$ cat src/rtl/serctl_pkg.sv
package serctl_pkg;

    localparam int REG_W     = 8;
    localparam int ADDR_W    = 4;
    localparam int NUM_SLOTS = 1 << ADDR_W;
    localparam int CNT_W     = $clog2(REG_W);

    // instruction byte field positions
    localparam int BIT_PWR  = 7;
    localparam int ADDR_HI  = 6;
    localparam int ADDR_LO  = 3;
    localparam int BIT_RD   = 2;
    localparam int BIT_LONG = 1;

    typedef enum logic [ADDR_W-1:0] {
        A_CTRL    = 4'd0,
        A_LATCH   = 4'd1,
        A_LDIR    = 4'd2,
        A_RXGAIN  = 4'd4,
        A_TXGAIN  = 4'd5,
        A_BAL1    = 4'd6,
        A_BAL2    = 4'd7,
        A_BAL3    = 4'd8,
        A_RXSLOT  = 4'd9,
        A_TXSLOT  = 4'd10
    } reg_addr_e;

    function automatic logic addr_mapped(input int a);
        case (a)
            A_CTRL, A_LATCH, A_LDIR, A_RXGAIN, A_TXGAIN,
            A_BAL1, A_BAL2, A_BAL3, A_RXSLOT, A_TXSLOT: return 1'b1;
            default:                                   return 1'b0;
        endcase
    endfunction

    typedef struct packed {
        logic              sck_q;
        logic [CNT_W-1:0]  bit_cnt;
        logic              second;
        logic              rd_phase;
        logic [ADDR_W-1:0] addr;
        logic [REG_W-1:0]  rx_sh;
        logic [REG_W-1:0]  tx_sh;
        logic              dout;
        logic              pwr_dn;
    } eng_state_t;

endpackage

$ cat src/rtl/serctl_sync.sv
module serctl_sync #(
    parameter int              WIDTH   = 3,
    parameter int              STAGES  = 2,
    parameter logic [WIDTH-1:0] RST_VAL = '0
) (
    input  logic             clk,
    input  logic             rst_n,
    input  logic [WIDTH-1:0] async_i,
    output logic [WIDTH-1:0] lvl_o
);

    logic [WIDTH-1:0] chain_q [STAGES];

    genvar s;
    generate
        for (s = 0; s < STAGES; s++) begin : g_stage
            always_ff @(posedge clk or negedge rst_n) begin
                if (!rst_n) begin
                    chain_q[s] <= RST_VAL;
                end else if (s == 0) begin
                    chain_q[s] <= async_i;
                end else begin
                    chain_q[s] <= chain_q[(s == 0) ? 0 : s-1];
                end
            end
        end
    endgenerate

    assign lvl_o = chain_q[STAGES-1];

endmodule

$ cat src/rtl/serctl_regbank.sv
module serctl_regbank
    import serctl_pkg::*;
(
    input  logic                       clk,
    input  logic                       rst_n,
    input  logic                       wr_en,
    input  logic [ADDR_W-1:0]          wr_addr,
    input  logic [REG_W-1:0]           wr_data,
    input  logic [ADDR_W-1:0]          rd_addr,
    output logic [REG_W-1:0]           rd_data,
    output logic [NUM_SLOTS*REG_W-1:0] regs_o
);

    genvar a;
    generate
        for (a = 0; a < NUM_SLOTS; a++) begin : g_slot
            if (addr_mapped(a)) begin : g_store
                logic [REG_W-1:0] val_d, val_q;

                always_comb begin
                    val_d = val_q;
                    if (wr_en && (wr_addr == ADDR_W'(a))) begin
                        val_d = wr_data;
                    end
                end

                always_ff @(posedge clk or negedge rst_n) begin
                    if (!rst_n) val_q <= '0;
                    else        val_q <= val_d;
                end

                assign regs_o[a*REG_W +: REG_W] = val_q;
            end else begin : g_hole
                assign regs_o[a*REG_W +: REG_W] = '0;
            end
        end
    endgenerate

    assign rd_data = regs_o[{rd_addr, 3'b000} +: REG_W];

endmodule

$ cat src/rtl/serctl_engine.sv
module serctl_engine
    import serctl_pkg::*;
(
    input  logic              clk,
    input  logic              rst_n,
    input  logic              sel,
    input  logic              sck,
    input  logic              din,
    input  logic [REG_W-1:0]  rd_data,
    output logic [ADDR_W-1:0] rd_addr,
    output logic              wr_en,
    output logic [ADDR_W-1:0] wr_addr,
    output logic [REG_W-1:0]  wr_data,
    output logic              dout,
    output logic              dout_en,
    output logic              pwr_dn,
    output logic              sck_fall
);

    localparam eng_state_t ST_RST = '{pwr_dn: 1'b1, default: '0};
    localparam logic [CNT_W-1:0] LAST_BIT = CNT_W'(REG_W - 1);

    eng_state_t st_d, st_q;
    logic [REG_W-1:0] shifted;
    logic sck_rise;

    always_comb begin
        st_d     = st_q;
        wr_en    = 1'b0;
        shifted  = {st_q.rx_sh[REG_W-2:0], din};
        sck_rise = sck && !st_q.sck_q;
        sck_fall = !sck && st_q.sck_q;

        st_d.sck_q = sck;

        if (!sel) begin
            // mid-byte release: drop the whole instruction
            if (st_q.bit_cnt != '0) begin
                st_d.second   = 1'b0;
                st_d.rd_phase = 1'b0;
            end
            st_d.bit_cnt = '0;
        end else begin
            if (sck_rise && st_q.rd_phase) begin
                st_d.dout  = st_q.tx_sh[REG_W-1];
                st_d.tx_sh = {st_q.tx_sh[REG_W-2:0], 1'b0};
            end
            if (sck_fall) begin
                st_d.rx_sh   = shifted;
                st_d.bit_cnt = st_q.bit_cnt + 1'b1;
                if (st_q.bit_cnt == LAST_BIT) begin
                    if (!st_q.second) begin
                        st_d.pwr_dn = shifted[BIT_PWR];
                        if (shifted[BIT_LONG]) begin
                            st_d.second   = 1'b1;
                            st_d.addr     = shifted[ADDR_HI:ADDR_LO];
                            st_d.rd_phase = shifted[BIT_RD];
                            st_d.tx_sh    = rd_data;
                            st_d.dout     = 1'b0;
                        end
                    end else begin
                        st_d.second   = 1'b0;
                        st_d.rd_phase = 1'b0;
                        wr_en         = !st_q.rd_phase;
                    end
                end
            end
        end
    end

    always_ff @(posedge clk or negedge rst_n) begin
        if (!rst_n) st_q <= ST_RST;
        else        st_q <= st_d;
    end

    assign rd_addr = shifted[ADDR_HI:ADDR_LO];
    assign wr_addr = st_q.addr;
    assign wr_data = shifted;
    assign dout    = st_q.dout;
    assign dout_en = st_q.rd_phase && sel;
    assign pwr_dn  = st_q.pwr_dn;

endmodule

$ cat src/rtl/serctl_port.sv
module serctl_port
    import serctl_pkg::*;
#(
    parameter int SYNC_STAGES = 2
) (
    input  logic             clk,
    input  logic             rst_n,
    input  logic             sck,
    input  logic             sel_n,
    input  logic             sdi,
    output logic             sdo,
    output logic             sdo_en,
    output logic             power_down,
    output logic [REG_W-1:0] cfg_ctrl,
    output logic [REG_W-1:0] cfg_latch,
    output logic [REG_W-1:0] cfg_ldir,
    output logic [REG_W-1:0] cfg_rx_gain,
    output logic [REG_W-1:0] cfg_tx_gain,
    output logic [REG_W-1:0] cfg_bal1,
    output logic [REG_W-1:0] cfg_bal2,
    output logic [REG_W-1:0] cfg_bal3,
    output logic [REG_W-1:0] cfg_rx_slot,
    output logic [REG_W-1:0] cfg_tx_slot
);

    localparam int SYNC_W = 3;

    logic [SYNC_W-1:0]          pins_lvl;
    logic                       sel_w;
    logic                       sck_fall_w;
    logic                       wr_en_w;
    logic [ADDR_W-1:0]          wr_addr_w;
    logic [REG_W-1:0]           wr_data_w;
    logic [ADDR_W-1:0]          rd_addr_w;
    logic [REG_W-1:0]           rd_data_w;
    logic [NUM_SLOTS*REG_W-1:0] regs_w;

    serctl_sync #(
        .WIDTH   (SYNC_W),
        .STAGES  (SYNC_STAGES),
        .RST_VAL (3'b010)
    ) u_sync (
        .clk     (clk),
        .rst_n   (rst_n),
        .async_i ({sdi, sel_n, sck}),
        .lvl_o   (pins_lvl)
    );

    assign sel_w = !pins_lvl[1];

    serctl_engine u_eng (
        .clk      (clk),
        .rst_n    (rst_n),
        .sel      (sel_w),
        .sck      (pins_lvl[0]),
        .din      (pins_lvl[2]),
        .rd_data  (rd_data_w),
        .rd_addr  (rd_addr_w),
        .wr_en    (wr_en_w),
        .wr_addr  (wr_addr_w),
        .wr_data  (wr_data_w),
        .dout     (sdo),
        .dout_en  (sdo_en),
        .pwr_dn   (power_down),
        .sck_fall (sck_fall_w)
    );

    serctl_regbank u_bank (
        .clk     (clk),
        .rst_n   (rst_n),
        .wr_en   (wr_en_w),
        .wr_addr (wr_addr_w),
        .wr_data (wr_data_w),
        .rd_addr (rd_addr_w),
        .rd_data (rd_data_w),
        .regs_o  (regs_w)
    );

    assign cfg_ctrl    = regs_w[A_CTRL   *REG_W +: REG_W];
    assign cfg_latch   = regs_w[A_LATCH  *REG_W +: REG_W];
    assign cfg_ldir    = regs_w[A_LDIR   *REG_W +: REG_W];
    assign cfg_rx_gain = regs_w[A_RXGAIN *REG_W +: REG_W];
    assign cfg_tx_gain = regs_w[A_TXGAIN *REG_W +: REG_W];
    assign cfg_bal1    = regs_w[A_BAL1   *REG_W +: REG_W];
    assign cfg_bal2    = regs_w[A_BAL2   *REG_W +: REG_W];
    assign cfg_bal3    = regs_w[A_BAL3   *REG_W +: REG_W];
    assign cfg_rx_slot = regs_w[A_RXSLOT *REG_W +: REG_W];
    assign cfg_tx_slot = regs_w[A_TXSLOT *REG_W +: REG_W];

endmodule

$ cat config.mk
export PLATFORM = sky130hd
export DESIGN_NAME = serctl_port
export DESIGN_NICKNAME = d
export VERILOG_FILES = /design/src/rtl/serctl_pkg.sv /design/src/rtl/serctl_sync.sv /design/src/rtl/serctl_regbank.sv /design/src/rtl/serctl_engine.sv /design/src/rtl/serctl_port.sv
export SDC_FILE = /design/constraint.sdc
export NUM_CORES = 1
export LEC_CHECK = 0
export CORE_MARGIN = 5
export CORE_UTILIZATION = 55
export CTS_BUF_LIST = sky130_fd_sc_hd__clkbuf_4 sky130_fd_sc_hd__clkbuf_8 sky130_fd_sc_hd__clkbuf_16
export CTS_CLUSTER_SIZE = 8
export DETAILED_ROUTE_END_ITERATION = 8
export DONT_BUFFER_PORTS = 1
export PLACE_DENSITY = 0.75
export SLEW_MARGIN = 20
export SYNTH_ARGS = -nofsm -noshare
export SYNTH_HDL_FRONTEND = slang
export SYNTH_SLANG_ARGS = --single-unit
$ cat constraint.sdc
create_clock -name clk -period 3.5 [get_ports clk]
set_clock_uncertainty 0.15 [all_clocks]
set_input_delay 0.175 -clock clk [delete_from_list [all_inputs] [get_ports clk]]
set_output_delay 0.175 -clock clk [all_outputs]
set_load 0.01 [all_outputs]
==> metrics, run 1 <==
outcome=finished clean; worst vdd rail ir drop=~0.40 mV; reg-to-reg critical path startpoint=u_eng.st_q[27]; power per standard cell area=585 nW/um^2; area occupied by registers=2830 sq um; worst reg-to-reg setup slack=0.74 ns; TritonCTS clock tree=done; number of warnings reported in the yosys synthesis log=0; GRT Util Overall=23.5%; number of buffers created by CTS=17; worst-path fanout max=17; Critical-path top delay cell=sky130_fd_sc_hd__nor3b_4; count of mapped cells out of synthesis=~400; clock input transition at the sequential cells of the worst setup and hold paths=0.05 ns; initial detailed-routing violation count=approximately 240; maxcap violations=0; die span in x=between 100 and 150 um; die span in y=108 um; final antenna diode count=0; post-synth net total=410; Fillers=just under 700; Most used DFF post-synth=sky130_fd_sc_hd__dfrtp_1; number of design rule violations left after detail routing=0; worst hold path startpoint=sel_n; final hold vios=0; input/output buffers=0; wire length per cell=23.2 um; number of pins exceeding their max-slew limit in the final report=0; Worst Hold Path Cells=1; initial antenna violation count=0; largest stage delay on the critical path=0.76 ns; combined area of the multi-input logic cells=around 2300 sq um; RD Place Congestion=approximately 0.91; Setup crit end kind=flop; portion of the post-synthesis area used by sequential elements=54.1%; start-to-end type of the worst setup path=flop to flop; Area contributors post-synth=sky130_fd_sc_hd__dfrtp_1 (53%), sky130_fd_sc_hd__mux2_2 (22%), sky130_fd_sc_hd__mux2i_1 (3.3%); buffer cell driving the clock tree root=sky130_fd_sc_hd__clkbuf_8; clock insertion delay at the later pin of the skew report=0.51 ns; area growth from synthesis to final layout=12.9%; total negative slack for setup checks=0 ns; total global routing overflow=0; IO Count=88; fraction of layout instances using a drive strength above 1=37.6%; Clock Sink Count=113; CP Launch Type=flop; final worst path period share=between 70% and 80%; cell count of the worst reg-to-reg path=4; setup repair after global routing missed its margin=false; WL final=12.5 mm; count of flip-flops with a built-in enable after synthesis=0; Post-CTS Resized=0; Netlist cell types=40; cell-by-cell listing of the critical path=nor3b_4, nand4b_4, nor2_2, mux2_2; leakage=2.84 nW; worst-case headroom to the max-slew limit=37.3%; cell taking the most area after synthesis=sky130_fd_sc_hd__dfrtp_1; highest clock rate=0.363 GHz; Tightest Hold Check Type=primary input to flop; maximum number of pins on one net before global-route repair=114; netlist area before placement=5230 sq um; ANT nets after route=0; global-route wire length before repair=20.5 mm; final critical-path required period=2.76 ns; initial cell density of the core=between 50% and 60%; via/cell ratio=6.23; Avg Inst Size Synth=13.0 sq um; transition time at the pin with the least slew margin=0.941 ns; iteration count of the initial detailed-routing pass=5; post-DP HPWL=8.46 mm; number of global-route vias before repair=between 3000 and 4000; Endpoint, Worst Hold=u_sync.chain_q[4]; Worst Path Arrival=about 3.0 ns; Post-Route Utilization=approximately 64%; number of setup violations in the final report=0; die area=11600 sq um; Core ar.=9240 sq um; endpoint of the worst register-to-register path=u_bank.g_slot[6].g_store.val_q[0]; net count of the finished layout=407; routed via count=3369; maximum clock insertion buffer count=2; share of Yosys cell area claimed by the top area cell type=between 50% and 60%; buffers inserted by post-CTS timing repair=0; depth of the CTS H-tree=4; required time reported for the critical path endpoint=3.74 ns; cell row count=35; synthesized flop and latch total=between 100 and 150; Async S/R FF share, synth=100%
## report_power, final
| part | internal (mW) | switching (mW) | leakage [nW] |
|---|---|---|---|
| combinational | 0.150 | 0.223 | 1.03 |
| sequential | 1.34 | 0.158 | 1.55 |
| clock | 1.00 | 0.578 | 0.269 |
## worst max-delay path by stage
stage | startpoint | to | slack, ns
final | u_eng.st_q[27] | u_bank.g_slot[6].g_store.val_q[0] | 0.74
after global routing | u_eng.st_q[27] | u_bank.g_slot[6].g_store.val_q[0] | 0.63
after CTS | u_eng.st_q[27] | u_bank.g_slot[6].g_store.val_q[0] | 0.78
after detailed placement | u_eng.st_q[27] | u_bank.g_slot[6].g_store.val_q[0] | 0.79
after global placement | u_eng.st_q[27] | u_bank.g_slot[6].g_store.val_q[3] | 0.90
after floorplan | u_eng.st_q[25] | u_bank.g_slot[5].g_store.val_q[0] | 1.44
## timing repair
action / 4_1_cts / 5_1_grt
hold buffers: 5 / 0
endpoints found under the hold margin: 116 / 0
setup endpoints to repair: 0 / 0
## stage by stage
| stage | power (mW) | cell area, sq um | setup WS (ns) | cells | hold WS, ns |
|---|---|---|---|---|---|
| finish | 3.45 | 5900 | 0.742 | 541 | 0.0568 |
| global route | 3.59 | 5900 | 0.632 | 541 | 0.0327 |
| CTS | 3.46 | 5900 | 0.780 | 541 | 0.0508 |
| detailed placement | 1.85 | 5280 | 0.794 | 504 | -0.265 |
| global placement | 1.84 | 5280 | 0.896 | 504 | -0.265 |
| floorplan | 1.75 | 5230 | 1.44 | 402 | -0.271 |
## cells in the mapped netlist, types with 2 or more instances
master	instances
sky130_fd_sc_hd__dfrtp_1	110
sky130_fd_sc_hd__mux2_2	101
sky130_fd_sc_hd__nand2_1	27
sky130_fd_sc_hd__clkbuf_1	18
sky130_fd_sc_hd__mux2i_1	17
sky130_fd_sc_hd__nor2_1	12
sky130_fd_sc_hd__a21oi_1	11
sky130_fd_sc_hd__o21ai_0	10
sky130_fd_sc_hd__buf_2	8
sky130_fd_sc_hd__a211oi_1	7
sky130_fd_sc_hd__a221o_1	6
sky130_fd_sc_hd__nand2b_1	6
sky130_fd_sc_hd__o22ai_1	6
sky130_fd_sc_hd__nor2_2	5
sky130_fd_sc_hd__a221oi_1	4
sky130_fd_sc_hd__a22oi_1	4
sky130_fd_sc_hd__inv_1	4
sky130_fd_sc_hd__a22o_1	3
sky130_fd_sc_hd__a311o_1	3
sky130_fd_sc_hd__and3b_1	3
sky130_fd_sc_hd__buf_4	3
sky130_fd_sc_hd__dfstp_2	3
sky130_fd_sc_hd__ha_1	3
sky130_fd_sc_hd__nand3b_1	3
sky130_fd_sc_hd__o221ai_1	3
sky130_fd_sc_hd__mux4_2	2
sky130_fd_sc_hd__nand4b_4	2
sky130_fd_sc_hd__nor2b_1	2
sky130_fd_sc_hd__nor3_1	2
sky130_fd_sc_hd__nor3_4	2
sky130_fd_sc_hd__o31ai_1	2
sky130_fd_sc_hd__or2_2	2
## state kept, by name, indices dropped and copies added (netlist names)
name	flops
u_bank.g_slot.g_store.val_q	80
u_eng.dout	1
u_eng.pwr_dn	1
u_eng.rd_addr	4
u_eng.st_q	14
u_eng.wr_addr	4
u_eng.wr_data	3
u_sync.chain_q	3
u_sync.lvl_o	3
## logic make-up (layout without fill, tap and decap cells)
| family | count (synthesis) | count (layout) | synth area share [%] |
|---|---|---|---|
| AO/OA/AOI/OAI | 62 | 62 | 8.42 |
| XOR/XNOR | 1 | 1 | 0.167 |
| adder cells (fa/ha/maj) | 3 | 3 | 0.718 |
| buffers and inverters | 34 | 44 | 2.85 |
| flip-flops | 113 | 113 | 54.1 |
| multiplexers | 120 | 120 | 25.9 |
| AND/OR/NAND/NOR | 69 | 69 | 7.87 |
## layout make-up
class | count | area share (%)
Timing Repair Buffer | 7 | 1.40
Tap cell | 129 | 2.73
Multi-Input combinational cell | 255 | 38.2
Inverter | 5 | 0.318
Sequential cell | 113 | 48.0
Clock inverter | 10 | 1.44
Clock buffer | 22 | 7.97
## critical path, delay by kind of cell, from the launching register on
family | cells | cell delay [ns]
flip-flops | 1 | 0.50
multiplexers | 1 | 0.42
AND/OR/NAND/NOR | 3 | 1.57
## routing by layer
metal,track usage [%],vias to the layer above,wire [um]
met1,29.5,1734,4910
met4,7.30,0,272
met2,37.5,139,6310
met3,9.24,30,1040
met5,0,-,0
li1,-,1466,-
## placed cells by master, fill, tap and decap left out, types with 3 or more instances in the layout
| cell type | instances |
|---|---|
| sky130_fd_sc_hd__nand2_1 | 27 |
| sky130_fd_sc_hd__a22oi_1 | 4 |
| sky130_fd_sc_hd__and3b_1 | 3 |
| sky130_fd_sc_hd__nor2_1 | 12 |
| sky130_fd_sc_hd__a22o_1 | 3 |
| sky130_fd_sc_hd__clkbuf_8 | 4 |
| sky130_fd_sc_hd__nand2b_1 | 6 |
| sky130_fd_sc_hd__a21oi_1 | 11 |
| sky130_fd_sc_hd__nand3b_1 | 3 |
| sky130_fd_sc_hd__clkinv_2 | 5 |
| sky130_fd_sc_hd__dfstp_2 | 3 |
| sky130_fd_sc_hd__dlygate4sd3_1 | 4 |
| sky130_fd_sc_hd__ha_1 | 3 |
| sky130_fd_sc_hd__dfrtp_1 | 109 |
| sky130_fd_sc_hd__mux2i_1 | 17 |
| sky130_fd_sc_hd__o221ai_1 | 3 |
| sky130_fd_sc_hd__a221oi_1 | 4 |
| sky130_fd_sc_hd__clkinvlp_4 | 4 |
| sky130_fd_sc_hd__a221o_1 | 6 |
| sky130_fd_sc_hd__inv_1 | 4 |
| sky130_fd_sc_hd__o22ai_1 | 6 |
| sky130_fd_sc_hd__a311o_1 | 3 |
| sky130_fd_sc_hd__a211oi_1 | 7 |
| sky130_fd_sc_hd__nor2_2 | 5 |
| sky130_fd_sc_hd__mux2_2 | 101 |
| sky130_fd_sc_hd__o21ai_0 | 10 |
| sky130_fd_sc_hd__clkbuf_16 | 16 |
Power figures use the tool's default switching activity.
==> run 2, diff against run 1 <==
--- a/config.mk
+++ b/config.mk
@@ -5,13 +5,14 @@
 export SDC_FILE = /design/constraint.sdc
 export NUM_CORES = 1
 export LEC_CHECK = 0
+export ABC_AREA = 1
 export CORE_MARGIN = 5
 export CORE_UTILIZATION = 55
 export CTS_BUF_LIST = sky130_fd_sc_hd__clkbuf_4 sky130_fd_sc_hd__clkbuf_8 sky130_fd_sc_hd__clkbuf_16
 export CTS_CLUSTER_SIZE = 8
 export DETAILED_ROUTE_END_ITERATION = 8
 export DONT_BUFFER_PORTS = 1
-export PLACE_DENSITY = 0.75
+export PLACE_DENSITY = 0.78
 export SLEW_MARGIN = 20
 export SYNTH_ARGS = -nofsm -noshare
 export SYNTH_HDL_FRONTEND = slang
==> constraint.sdc (replaced) <==
create_clock -name clk -period 2.5 [get_ports clk]
set_clock_uncertainty 0.15 [all_clocks]
set_input_delay 0.125 -clock clk [delete_from_list [all_inputs] [get_ports clk]]
set_output_delay 0.125 -clock clk [all_outputs]
set_load 0.01 [all_outputs]
==> run 2 against run 1 <==
Effect of this change: the flow now finishes with violations (hold timing); via count grew 35%; worst setup slack lost 0.37 ns; final cell count rose by 57%; clock power up 46%; die area grew 2.9%; first-iteration DRC count grew 100%; non-clock buffer count is 9 higher; synthesized cell count is 76% higher; worst hold slack lost 0.93 ns; area after synthesis increased by 3.2%; sequential share of layout area down 1.6 points; critical endpoint is now u_bank.g_slot[10].g_store.val_q[7].
==> metrics, run 2 <==
outcome=complete, but fails checks; violations in the final reports=hold timing; Worst Hold Slack=-0.870 ns (-0.927 ns); net count of the finished layout=715 (+76%); TritonCTS clock tree=done; depth of the CTS H-tree=4 (unchanged); internal power consumption=3.47 mW (+39%); via/cell ratio=5.34 (-14%); Largest regs=u_bank.g_slot.g_store.val_q: 80 flops, u_eng.st_q: 14 flops; part of the power in combinational logic=13.3% (+2.5 points); critical path endpoint=u_bank.g_slot[10].g_store.val_q[7]; final worst path period share=85.1% (+6.3 points); number of global-route vias before repair=4353 (+21%); Core ar.=9680 sq um (+4.8%); final critical-path required period=2.13 ns (-0.631 ns); input/output buffers=0 (unchanged); Avg Inst Size Synth=7.65 sq um (-41%); Largest register FFs=80 (unchanged); Met3 Wirelength=1.24 mm (+19%); met2 wire length=6.60 mm (+4.7%); routed length on met1=5.79 mm (+18%); buffers inserted by post-CTS timing repair=0 (unchanged); number of design rule violations left after detail routing=0 (unchanged); Clock Sink Count=113 (unchanged); transition time at the pin with the least slew margin=0.598 ns (-0.343 ns); die span in y=109 um (+1.4%); worst-path fanout max=22 (+5); initial detailed-routing violation count=494 (+100%); number of warnings reported in the yosys synthesis log=0 (unchanged); count of flip-flops with a built-in enable after synthesis=0 (unchanged); die area=11900 sq um (+2.9%); Worst Path Arrival=2.37 ns (-0.63 ns); net load switching power=1.39 mW (+45%); setup repair after global routing missed its margin=false; final hold vios=113 (+113); final std cell area, no fill=6110 sq um (+3.5%); most frequent cells after synthesis=sky130_fd_sc_hd__nand2_1 (261), sky130_fd_sc_hd__dfrtp_1 (110), sky130_fd_sc_hd__inv_1 (88); initial cell density of the core=55.7% (-0.88 points); required time reported for the critical path endpoint=2.74 ns (-1.00 ns); most common cell after layout, fill and taps aside=sky130_fd_sc_hd__nand2_1; total negative slack for setup checks=0 ns (unchanged); post-synth net total=714 (+74%); area after detailed placement=5480 sq um (+3.8%); routed via count=4549 (+35%); final antenna diode count=0 (unchanged); sequential cell fraction of total power=39.3% (-4.1 points); maximum number of pins on one net before global-route repair=114 (unchanged); buffer cell driving the clock tree root=sky130_fd_sc_hd__clkbuf_8; area growth from synthesis to final layout=13.2%; CP Launch Type=flop; netlist area before placement=5400 sq um (+3.2%); number of setup violations in the final report=0 (unchanged); portion of the post-synthesis area used by sequential elements=52.5% (-1.7 points); most instantiated library cell after synthesis=sky130_fd_sc_hd__nand2_1; power per standard cell area=795 nW/um^2 (+36%); GRT Util Overall=25.1% (+1.6 points); post-DP HPWL=9.33 mm (+10%); Setup crit end kind=flop; start-to-end type of the worst setup path=flop to flop; clock input transition at the sequential cells of the worst setup and hold paths=0.06 ns (about the same); fraction of layout instances using a drive strength above 1=9.18% (-28 points); Biggest register=u_bank.g_slot.g_store.val_q; initial antenna violation count=0 (unchanged); WL final=14.0 mm (+12%); hold buffer count at cts=6 (+1); number of buffers created by CTS=17 (unchanged); maxcap violations=0 (unchanged); share of Yosys cell area claimed by the top area cell type=51.0% (-1.6 points); worst reg-to-reg setup slack=0.37 ns (-0.37 ns); cell row count=36 (+2.9%); clock insertion delay at the later pin of the skew report=0.54 ns (+0.03 ns); wire length per cell=16.4 um (-29%); Area contributors post-synth=sky130_fd_sc_hd__dfrtp_1 (51%), sky130_fd_sc_hd__nand2_1 (18%), sky130_fd_sc_hd__inv_1 (6.1%); uppermost layer routed=met4; fraction of power consumed by the clock network=47.4% (+1.6 points); worst-case headroom to the max-slew limit=60.1% (+23 points); highest clock rate=0.470 GHz (+30%); total global routing overflow=0 (unchanged); synthesized flop and latch total=113 (unchanged); RD Place Congestion=0.914 (about the same); Most used DFF post-synth=sky130_fd_sc_hd__dfrtp_1; startpoint of the most critical setup path=u_sync.lvl_o[0]; cell count of the worst reg-to-reg path=8 (+4); number of pins exceeding their max-slew limit in the final report=0 (unchanged); count of mapped cells out of synthesis=706 (+76%); ANT nets after route=0 (unchanged); global-route wire length before repair=22.5 mm (+9.4%); maximum clock insertion buffer count=2 (unchanged); leakage=2.92 nW (+2.8%); die span in x=109 um (+1.4%); Fillers=788 (+17%); Tightest Hold Check Type=primary input to asynchronous set/reset pin; commonest non-fill, non-tap cells in the layout=sky130_fd_sc_hd__nand2_1 (261), sky130_fd_sc_hd__dfrtp_1 (110), sky130_fd_sc_hd__inv_1 (88); cell taking the most area after synthesis=sky130_fd_sc_hd__dfrtp_1; Async S/R FF share, synth=100% (unchanged); switch share=28.6% (+0.81 points); iteration count of the initial detailed-routing pass=5 (unchanged); IO Count=88 (unchanged); worst vdd rail ir drop=0.459 mV (+15%); endpoint of the worst register-to-register path=u_bank.g_slot[10].g_store.val_q[7]; Netlist cell types=24 (-40%); reg-to-reg critical path startpoint=u_sync.lvl_o[0]
run 2: cell count changes in the layout (fill, tap and decap cells not counted), moves of 37 or more:
cell | previous run | this run
sky130_fd_sc_hd__nand3_1 | 0 | 37
sky130_fd_sc_hd__inv_1 | 4 | 88
sky130_fd_sc_hd__nand2_1 | 27 | 261
sky130_fd_sc_hd__o21ai_0 | 10 | 56
sky130_fd_sc_hd__mux2_2 | 101 | 0
sky130_fd_sc_hd__o21ai_1 | 0 | 55
run 2: worst min path at each step:
stage                                         to  slack [ns]  depth (start not counted)
6_report                          u_eng.st_q[26]       -0.87                          0
5_1_grt                           u_eng.st_q[26]       -0.89                          0
4_1_cts                           u_eng.st_q[26]       -0.88                          0
3_5_place_dp                      u_eng.st_q[26]       -0.31                          0
3_3_place_gp   u_bank.g_slot[7].g_store.val_q[7]       -0.31                          0
2_1_floorplan  u_bank.g_slot[0].g_store.val_q[0]       -0.32                          0
run 2: power groups by stage:
stage,combinational [mW],sequential [mW],clock (mW)
2_1_floorplan,0.444,1.91,0
3_3_place_gp,0.604,1.94,0
3_5_place_dp,0.613,1.94,0
4_1_cts,0.628,1.91,2.32
5_1_grt,0.705,1.91,2.41
6_report,0.644,1.91,2.30
run 2: final cells by class:
| class | count | area, sq um | area share (%) |
|---|---|---|---|
| sequential | 113 | 2830 | 46.4 |
| multi-input combinational | 468 | 2070 | 33.8 |
| clock buffer | 18 | 428 | 7.01 |
| inverter | 91 | 342 | 5.59 |
| tap | 133 | 166 | 2.72 |
| clock inverter | 13 | 140 | 2.29 |
| timing repair buffer | 16 | 135 | 2.21 |
run 2: layer usage:
| layer | vias up | track usage (%) |
|---|---|---|
| met5 | - | 0 |
| met3 | 31 | 10.2 |
| met1 | 2141 | 32.3 |
| met2 | 184 | 38.3 |
| li1 | 2193 | - |
| met4 | 0 | 9.38 |
run 2: repair_timing:
item	CTS	global route
endpoints found under the setup margin	0	0
resized for setup	0	0
hold endpoints to repair	116	113
run 2: cells by family after synthesis:
logic type,count (synthesis),share of synthesized area [%]
adder cells (fa/ha/maj),3,0.695
AND/OR/NAND/NOR,347,26.5
buffers and inverters,125,9.27
flip-flops,113,52.5
AO/OA/AOI/OAI,118,11.1
run 2: worst max-delay path, stage by stage, from the launching register on:
cell,delay (ns)
sky130_fd_sc_hd__dfrtp_1,0.42
sky130_fd_sc_hd__inv_2,0.07
sky130_fd_sc_hd__nand2_2,0.07
sky130_fd_sc_hd__nor2_4,0.41
sky130_fd_sc_hd__nand4_4,0.25
sky130_fd_sc_hd__nor2_4,0.20
sky130_fd_sc_hd__nand2_2,0.21
sky130_fd_sc_hd__nand2_1,0.12
sky130_fd_sc_hd__o21ai_1,0.07
run 2: through the flow:
stage	setup WS, ns	utilization [%]	hold slack [ns]	power [mW]	std cells
2_1_floorplan	0.718	-	-0.321	2.35	706
3_3_place_gp	0.513	56.6	-0.315	2.54	815
3_5_place_dp	0.414	56.6	-0.314	2.55	815
4_1_cts	0.391	63.1	-0.882	4.85	852
5_1_grt	0.185	63.1	-0.894	5.03	852
6_report	0.372	63.1	-0.870	4.86	852
